<file path="config.mk">
export PLATFORM = sky130hd
export DESIGN_NAME = vga_fb_calc
export DESIGN_NICKNAME = d
export VERILOG_FILES = /design/src/rtl/vga_fb_pkg.sv /design/src/rtl/vga_fb_avg.sv /design/src/rtl/vga_fb_step.sv /design/src/rtl/vga_fb_calc.sv
export SDC_FILE = /design/constraint.sdc
export NUM_CORES = 1
export LEC_CHECK = 0
export ABC_AREA = 1
export BUFFER_PORTS_ARGS = -buffer_cell sky130_fd_sc_hd__buf_2
export CELL_PAD_IN_SITES_DETAIL_PLACEMENT = 0
export CELL_PAD_IN_SITES_GLOBAL_PLACEMENT = 1
export CORE_ASPECT_RATIO = 1.25
export CORE_UTILIZATION = 46
export DETAILED_ROUTE_END_ITERATION = 12
export PLACE_DENSITY_LB_ADDON = 0.1
export SLEW_MARGIN = 40
export SYNTH_ARGS = -nofsm -noshare
export SYNTH_HDL_FRONTEND = slang
export SYNTH_SLANG_ARGS = --single-unit
export TNS_END_PERCENT = 100
</file>
<file path="constraint.sdc">
create_clock -name clk -period 6.7 [get_ports clk]
set_input_delay 0.335 -clock clk [delete_from_list [all_inputs] [get_ports clk]]
set_output_delay 0.335 -clock clk [all_outputs]
set_load 0.01 [all_outputs]
</file>
<file path="src/rtl/vga_fb_pkg.sv">
// Shared types for the IF feedback VGA control-code calculator.
// Assumes: none beyond the consumers agreeing on these encodings.
package vga_fb_pkg;

    // Sequencer state: waiting for a start, or collecting samples.
    typedef enum logic [0:0] {
        ST_IDLE = 1'b0,
        ST_MEAS = 1'b1
    } seq_state_t;

    // Where the averaged detector reading falls relative to the trusted range.
    typedef enum logic [1:0] {
        WIN_INSIDE = 2'd0,
        WIN_BELOW  = 2'd1,
        WIN_ABOVE  = 2'd2
    } win_class_t;

endpackage

</file>
<file path="src/rtl/vga_fb_avg.sv">
// Detector averager: collects 2**NAVG_LOG2 accepted samples and presents
// their sum divided by the count (truncated), with a one-cycle valid pulse.
// In slow-envelope mode an accepted sample opens a hold-off of GAP_CYC
// cycles during which further samples are dropped.
// Assumes: clear is a single-cycle pulse at the start of a measurement;
// avg is meaningful in the cycle avg_vld is high and stays until the next clear.
module vga_fb_avg #(
    parameter int ADC_W     = 10,
    parameter int NAVG_LOG2 = 4,
    parameter int GAP_CYC   = 668
) (
    input  logic             clk,
    input  logic             rst_n,
    input  logic             clear,
    input  logic             active,
    input  logic             slow,
    input  logic             smp_valid,
    input  logic [ADC_W-1:0] smp,
    output logic             avg_vld,
    output logic [ADC_W-1:0] avg
);
    localparam int SW = ADC_W + NAVG_LOG2;
    localparam int GW = (GAP_CYC > 0) ? $clog2(GAP_CYC + 1) : 1;

    logic [SW-1:0]        sum_q;
    logic [NAVG_LOG2-1:0] cnt_q;
    logic                 vld_q;
    logic                 gap_ok;
    logic                 take;

    // A sample counts only inside a measurement, outside any hold-off,
    // and not after the set is complete.
    assign take = active && smp_valid && gap_ok && !vld_q;

    // Running sum, sample count and completion pulse.
    always_ff @(posedge clk) begin
        if (!rst_n) begin
            sum_q <= '0;
            cnt_q <= '0;
            vld_q <= 1'b0;
        end else if (clear) begin
            sum_q <= '0;
            cnt_q <= '0;
            vld_q <= 1'b0;
        end else begin
            vld_q <= 1'b0;
            if (take) begin
                sum_q <= sum_q + SW'(smp);
                cnt_q <= cnt_q + 1'b1;
                if (cnt_q == '1) begin
                    vld_q <= 1'b1;
                end
            end
        end
    end

    generate
        if (GAP_CYC > 0) begin : g_gap
            logic [GW-1:0] gap_q;

            // Hold-off counter, loaded after each accepted sample in slow mode.
            always_ff @(posedge clk) begin
                if (!rst_n || clear) begin
                    gap_q <= '0;
                end else if (take && slow) begin
                    gap_q <= GW'(GAP_CYC);
                end else if (gap_q != '0) begin
                    gap_q <= gap_q - 1'b1;
                end
            end

            assign gap_ok = (gap_q == '0);
        end else begin : g_nogap
            logic unused_slow;
            assign unused_slow = slow;
            assign gap_ok      = 1'b1;
        end
    endgenerate

    assign avg_vld = vld_q;
    assign avg     = sum_q[SW-1:NAVG_LOG2];

endmodule

</file>
<file path="src/rtl/vga_fb_step.sv">
// Next-code calculator (combinational). Classifies the averaged detector
// code against the trusted window. Inside the window it subtracts the
// rounded linear correction (avg - target) * CORR_NUM / 2**CORR_SHIFT;
// outside it moves by +/- step. The result is clamped to the DAC range.
// Assumes: CORR_SHIFT >= 1 and DET_LO <= DET_TGT <= DET_HI.
module vga_fb_step
    import vga_fb_pkg::*;
#(
    parameter int ADC_W      = 10,
    parameter int DAC_W      = 12,
    parameter int DET_LO     = 94,
    parameter int DET_HI     = 688,
    parameter int DET_TGT    = 406,
    parameter int CORR_NUM   = 205,
    parameter int CORR_SHIFT = 7
) (
    input  logic [DAC_W-1:0] cur_code,
    input  logic [ADC_W-1:0] avg,
    input  logic [DAC_W-1:0] step,
    output logic [DAC_W-1:0] next_code,
    output win_class_t       win
);
    localparam int WW = DAC_W + ADC_W + $clog2(CORR_NUM + 1) + 4;
    localparam logic signed [WW-1:0] K_TGT  = WW'(DET_TGT);
    localparam logic signed [WW-1:0] K_NUM  = WW'(CORR_NUM);
    localparam logic signed [WW-1:0] K_HALF = WW'(1) <<< (CORR_SHIFT - 1);
    localparam logic signed [WW-1:0] K_MAX  = WW'((1 << DAC_W) - 1);
    localparam logic [ADC_W-1:0]     A_LO   = ADC_W'(DET_LO);
    localparam logic [ADC_W-1:0]     A_HI   = ADC_W'(DET_HI);

    logic signed [WW-1:0] cur_w, avg_w, step_w;
    logic signed [WW-1:0] err, prod, delta, raw;

    // Widen the unsigned codes into one signed working width.
    always_comb begin
        cur_w  = $signed({{(WW-DAC_W){1'b0}}, cur_code});
        avg_w  = $signed({{(WW-ADC_W){1'b0}}, avg});
        step_w = $signed({{(WW-DAC_W){1'b0}}, step});
    end

    // Classify the reading against the inclusive trusted window.
    always_comb begin
        if (avg < A_LO) begin
            win = WIN_BELOW;
        end else if (avg > A_HI) begin
            win = WIN_ABOVE;
        end else begin
            win = WIN_INSIDE;
        end
    end

    // Rounded linear correction, then the unclamped candidate code.
    always_comb begin
        err   = avg_w - K_TGT;
        prod  = err * K_NUM;
        delta = (prod + K_HALF) >>> CORR_SHIFT;
        case (win)
            WIN_BELOW: raw = cur_w + step_w;
            WIN_ABOVE: raw = cur_w - step_w;
            default:   raw = cur_w - delta;
        endcase
    end

    // Saturate to the DAC code range.
    always_comb begin
        if (raw < 0) begin
            next_code = '0;
        end else if (raw > K_MAX) begin
            next_code = '1;
        end else begin
            next_code = raw[DAC_W-1:0];
        end
    end

endmodule

</file>
<file path="src/rtl/vga_fb_calc.sv">
// Top of the IF feedback VGA control-code calculator. A start strobe begins
// one measurement: the averager gathers the detector samples, the step
// calculator derives the next code, and the result is registered together
// with single-cycle write and done pulses, plus retry when out of window.
// Assumes: init_code is steady while reset is held; nudge_step is steady
// during a measurement.
module vga_fb_calc
    import vga_fb_pkg::*;
#(
    parameter int ADC_W      = 10,
    parameter int DAC_W      = 12,
    parameter int NAVG_LOG2  = 4,
    parameter int GAP_CYC    = 668,
    parameter int DET_LO     = 94,
    parameter int DET_HI     = 688,
    parameter int DET_TGT    = 406,
    parameter int CORR_NUM   = 205,
    parameter int CORR_SHIFT = 7
) (
    input  logic             clk,
    input  logic             rst_n,
    input  logic [DAC_W-1:0] init_code,
    input  logic [DAC_W-1:0] nudge_step,
    input  logic             start,
    input  logic             env_slow,
    input  logic             det_valid,
    input  logic [ADC_W-1:0] det_sample,
    output logic [DAC_W-1:0] dac_code,
    output logic             dac_wr,
    output logic             retry,
    output logic             done
);
    seq_state_t       state_q;
    logic             slow_q;
    logic             go;
    logic             avg_vld;
    logic [ADC_W-1:0] avg_val;
    logic [DAC_W-1:0] next_code;
    win_class_t       win;
    logic [DAC_W-1:0] code_q;
    logic             wr_q, done_q, retry_q;

    // A start only counts while idle.
    assign go = start && (state_q == ST_IDLE);

    // Sequencer: idle until start, measure until the average is ready.
    always_ff @(posedge clk) begin
        if (!rst_n) begin
            state_q <= ST_IDLE;
            slow_q  <= 1'b0;
        end else if (go) begin
            state_q <= ST_MEAS;
            slow_q  <= env_slow;
        end else if (avg_vld) begin
            state_q <= ST_IDLE;
        end
    end

    vga_fb_avg #(
        .ADC_W     (ADC_W),
        .NAVG_LOG2 (NAVG_LOG2),
        .GAP_CYC   (GAP_CYC)
    ) u_avg (
        .clk       (clk),
        .rst_n     (rst_n),
        .clear     (go),
        .active    (state_q == ST_MEAS),
        .slow      (slow_q),
        .smp_valid (det_valid),
        .smp       (det_sample),
        .avg_vld   (avg_vld),
        .avg       (avg_val)
    );

    vga_fb_step #(
        .ADC_W      (ADC_W),
        .DAC_W      (DAC_W),
        .DET_LO     (DET_LO),
        .DET_HI     (DET_HI),
        .DET_TGT    (DET_TGT),
        .CORR_NUM   (CORR_NUM),
        .CORR_SHIFT (CORR_SHIFT)
    ) u_step (
        .cur_code  (code_q),
        .avg       (avg_val),
        .step      (nudge_step),
        .next_code (next_code),
        .win       (win)
    );

    // Present control code: loaded on reset, replaced when an average lands.
    always_ff @(posedge clk) begin
        if (!rst_n) begin
            code_q <= init_code;
        end else if (avg_vld) begin
            code_q <= next_code;
        end
    end

    // Result strobes, each high for the single cycle after the average.
    always_ff @(posedge clk) begin
        if (!rst_n) begin
            wr_q    <= 1'b0;
            done_q  <= 1'b0;
            retry_q <= 1'b0;
        end else begin
            wr_q    <= avg_vld;
            done_q  <= avg_vld;
            retry_q <= avg_vld && (win != WIN_INSIDE);
        end
    end

    assign dac_code = code_q;
    assign dac_wr   = wr_q;
    assign done     = done_q;
    assign retry    = retry_q;

endmodule

</file>
==> out/metrics.yaml <==
timing:
  fin_ws_ns: 0.326
  fmax_mhz: 157
  slew_viol_final: 0
  finClkSkew_ns: 0.0117
  setup_violations: 0
  worst_slew_pin_slew_ns: 0.614
  tns_ns: 0
  period_minus_slack_ns: 6.37
  hold_violations: 0
  post-route-period-util_pct: 95.1
  slew_headroom_pct: 59.0
clock_network:
  cts.sinks: 45
  cts_made_buffers: 5
  cts-root-buf: "clkbuf_16"
  holdBufCountCts: 0
  cts-htree-levels: 2
  clock_latency_ns: 0.30
  cts_tree: "yes"
  clkTransAtPathRegs_ns: 0.07
  clockBufferDepth: 2
route:
  wl_per_cell_um: 14.6
  vias: 6041
  final_antenna_net_count: 0
  first_pass_iters: 6
  vias_per_cell: 5.31
  drc: 0
  drt_first_iter_violations: 299
  wl_um: 16600
layout:
  fill_cells: 1383
  antenna_cells: 0
  syn_to_final_growth_pct: 12.4
  finalNonFillerCells: 1138
  drive_gt1_share_pct: 13.2
  nets: 1144
place:
  port-buffer-count: 53
  place_congestion: 0.886
  dpl_worst_slack_ns: -0.106
  dp_hpwl_um: 14100
  placedCellCount: 1128
critical_path:
  path_max_fanout: 6
  critPathArrivalTime_ns: 6.54
  required_ns: 6.87
  cp_slowest_stage_delay_ns: 0.52
  crit_type: "reg -> reg"
  cpMostUsedCell: "nand2_1"
  end_kind: "flip-flop"
  start_kind: "flip-flop"
  crit_slowest_cell: "fa_1"
synthesis:
  synthArstFlopShare_pct: 0
  synth_edf_count: 12
  synth_cells: 905
  avgSynthCellArea_um2: 7.30
  yosysUniqueCellTypes: 49
  syn_nets: 1087
  synth.ff_latch_count: 45
  yosysSeqAreaShare_pct: 15.5
  synth_area_um2: 6610
  yosys_warnings: 0
  ys.flop_type: "dfxtp_1"
floorplanning:
  die_h_um: 136
  die-area_um2: 14800
  io_pins: 54
  die_w_um: 109
  coreArea_um2: 13900
  initial_core_util_pct: 47.4
  fp-row-count: 48
grt:
  grt_overflow: 0
  grt_pass1_vias: 5785
  grt_pass1_wl_um: 26900
  antenna_found_initial: 0
  grt_max_degree: 17
  grt_use_total_pct: 23.1
worst_hold_path:
  hold_class: "in -> reg"
run:
  max_cap_violations: 0
status:
  outcome: "completed"
[layout make-up]
class	count	area (um2)	area share [%]
inverters	138	518	6.98
multi-input cells	707	5140	69.2
repair buffers	65	355	4.79
clock buffers	5	125	1.68
well taps	175	219	2.95
clock inverters	3	47.5	0.640
flip-flops and latches	45	1020	13.8
[cells by family (layout without fill, tap and decap cells)]
| logic type | after synthesis | count (layout) | synth area share, % |
|---|---|---|---|
| xor gates and xnor gates | 57 | 57 | 7.56 |
| DFF | 45 | 45 | 15.5 |
| adders and majority gates | 143 | 143 | 30.0 |
| AOI/OAI and AO/OA | 186 | 186 | 16.2 |
| and+or+nand+nor | 319 | 320 | 21.6 |
| muxes | 1 | 1 | 0.152 |
| buffers and inverters | 154 | 211 | 9.09 |
[final timing paths]
kind / startpoint / end / slack, ns / cells past startpoint
worst max-delay path: u_avg.sum_q[6] / dac_code[1] / 0.33 / 31
worst min-delay path: env_slow / slow_q / 0.32 / 3
worst max register to register: u_avg.sum_q[6] / dac_code[1] / 0.33 / 31
worst min register to register: u_avg.cnt_q[3] / u_avg.avg_vld / 0.46 / 2
[registers in the layout (all words and copies together) (netlist names)]
signal / cells
u_avg.sum_q: 14
u_avg.avg_vld: 1
dac_code: 12
state_q: 1
u_avg.g_gap.gap_q: 10
done: 1
retry: 1
slow_q: 1
u_avg.cnt_q: 4
[cell usage after synthesis, drive strengths merged (10+ instances only)]
cell / n / area [um2]
fa: 26 / 521
a21oi: 84 / 432
buf: 11 / 63.8
ha: 117 / 1460
inv: 136 / 510
xnor2: 13 / 114
nand2: 162 / 636
nor2: 65 / 251
nand3: 54 / 285
edfxtp: 12 / 360
o21ai: 59 / 295
xor2: 44 / 385
dfxtp: 33 / 661
nor3: 14 / 97.6
o211ai: 10 / 75.1
[through the flow]
| step | instance area, um2 | hold WS (ns) | utilization (%) |
|---|---|---|---|
| after floorplan | 6610 | 0.438 | - |
| final | 7430 | 0.318 | 53.3 |
| after global routing | 7430 | 0.321 | 53.3 |
| after CTS | 7270 | 0.313 | 52.1 |
| after detailed placement | 7090 | 0.457 | 50.9 |
| after global placement | 7090 | 0.450 | 50.9 |
[per-layer routing]
metal / vias to the layer above / track usage (%) / part of all wire, %
met4: 0 / 4.44 / 1.2
met2: 110 / 42.6 / 51
met3: 20 / 2.21 / 3.0
met1: 2783 / 28.8 / 45
li1: 3128 / - / -
met5: - / 0 / 0
[worst max-delay path: cells and delay by family, from the launching register on]
kind / cells / cell delay, ns
adders and majority gates: 7 / 2.76
and+or+nand+nor: 16 / 1.95
AOI/OAI and AO/OA: 4 / 0.72
DFF: 1 / 0.35
buffers and inverters: 3 / 0.25
xor gates and xnor gates: 1 / 0.17
[cell usage in the layout (no fill, tap or decap), types with 3 or more instances in the layout]
| cell | n |
|---|---|
| o22ai_1 | 3 |
| nand2_4 | 3 |
| clkbuf_16 | 5 |
| nand3_1 | 50 |
| nor3_2 | 3 |
| xnor2_1 | 13 |
| a21o_1 | 7 |
| edfxtp_1 | 12 |
| nand2_2 | 5 |
| nand4_1 | 8 |
| buf_2 | 53 |
| a31oi_1 | 4 |
| xor2_1 | 42 |
| o21ai_1 | 5 |
| buf_4 | 12 |
| dfxtp_2 | 3 |
| nor4_1 | 5 |
| or2_2 | 4 |
| a21oi_1 | 77 |
| nand2_1 | 155 |
| nor2_1 | 59 |
| fa_1 | 25 |
| nand3_2 | 4 |
| o211ai_1 | 10 |
| nor3_1 | 9 |
| inv_2 | 3 |
| a21oi_2 | 6 |
| nor2_2 | 5 |
| o21ai_0 | 52 |
| ha_1 | 115 |
| and2_1 | 4 |
| o21bai_1 | 4 |
| dfxtp_1 | 30 |
| o31ai_4 | 3 |
| inv_1 | 133 |
[repair_timing]
| action | CTS | global route |
|---|---|---|
| resized for setup | 1 | 35 |
| pin swaps | 0 | 3 |
| endpoints found under the setup margin | 12 | 12 |
| cloned | 0 | 1 |
| hold endpoints to repair | 0 | 0 |
| buffers inserted | 0 | 1 |
Power is left out: the tool's default activity adds up to more than one toggle a clock period on the data nets, which glitch-free logic cannot reach.
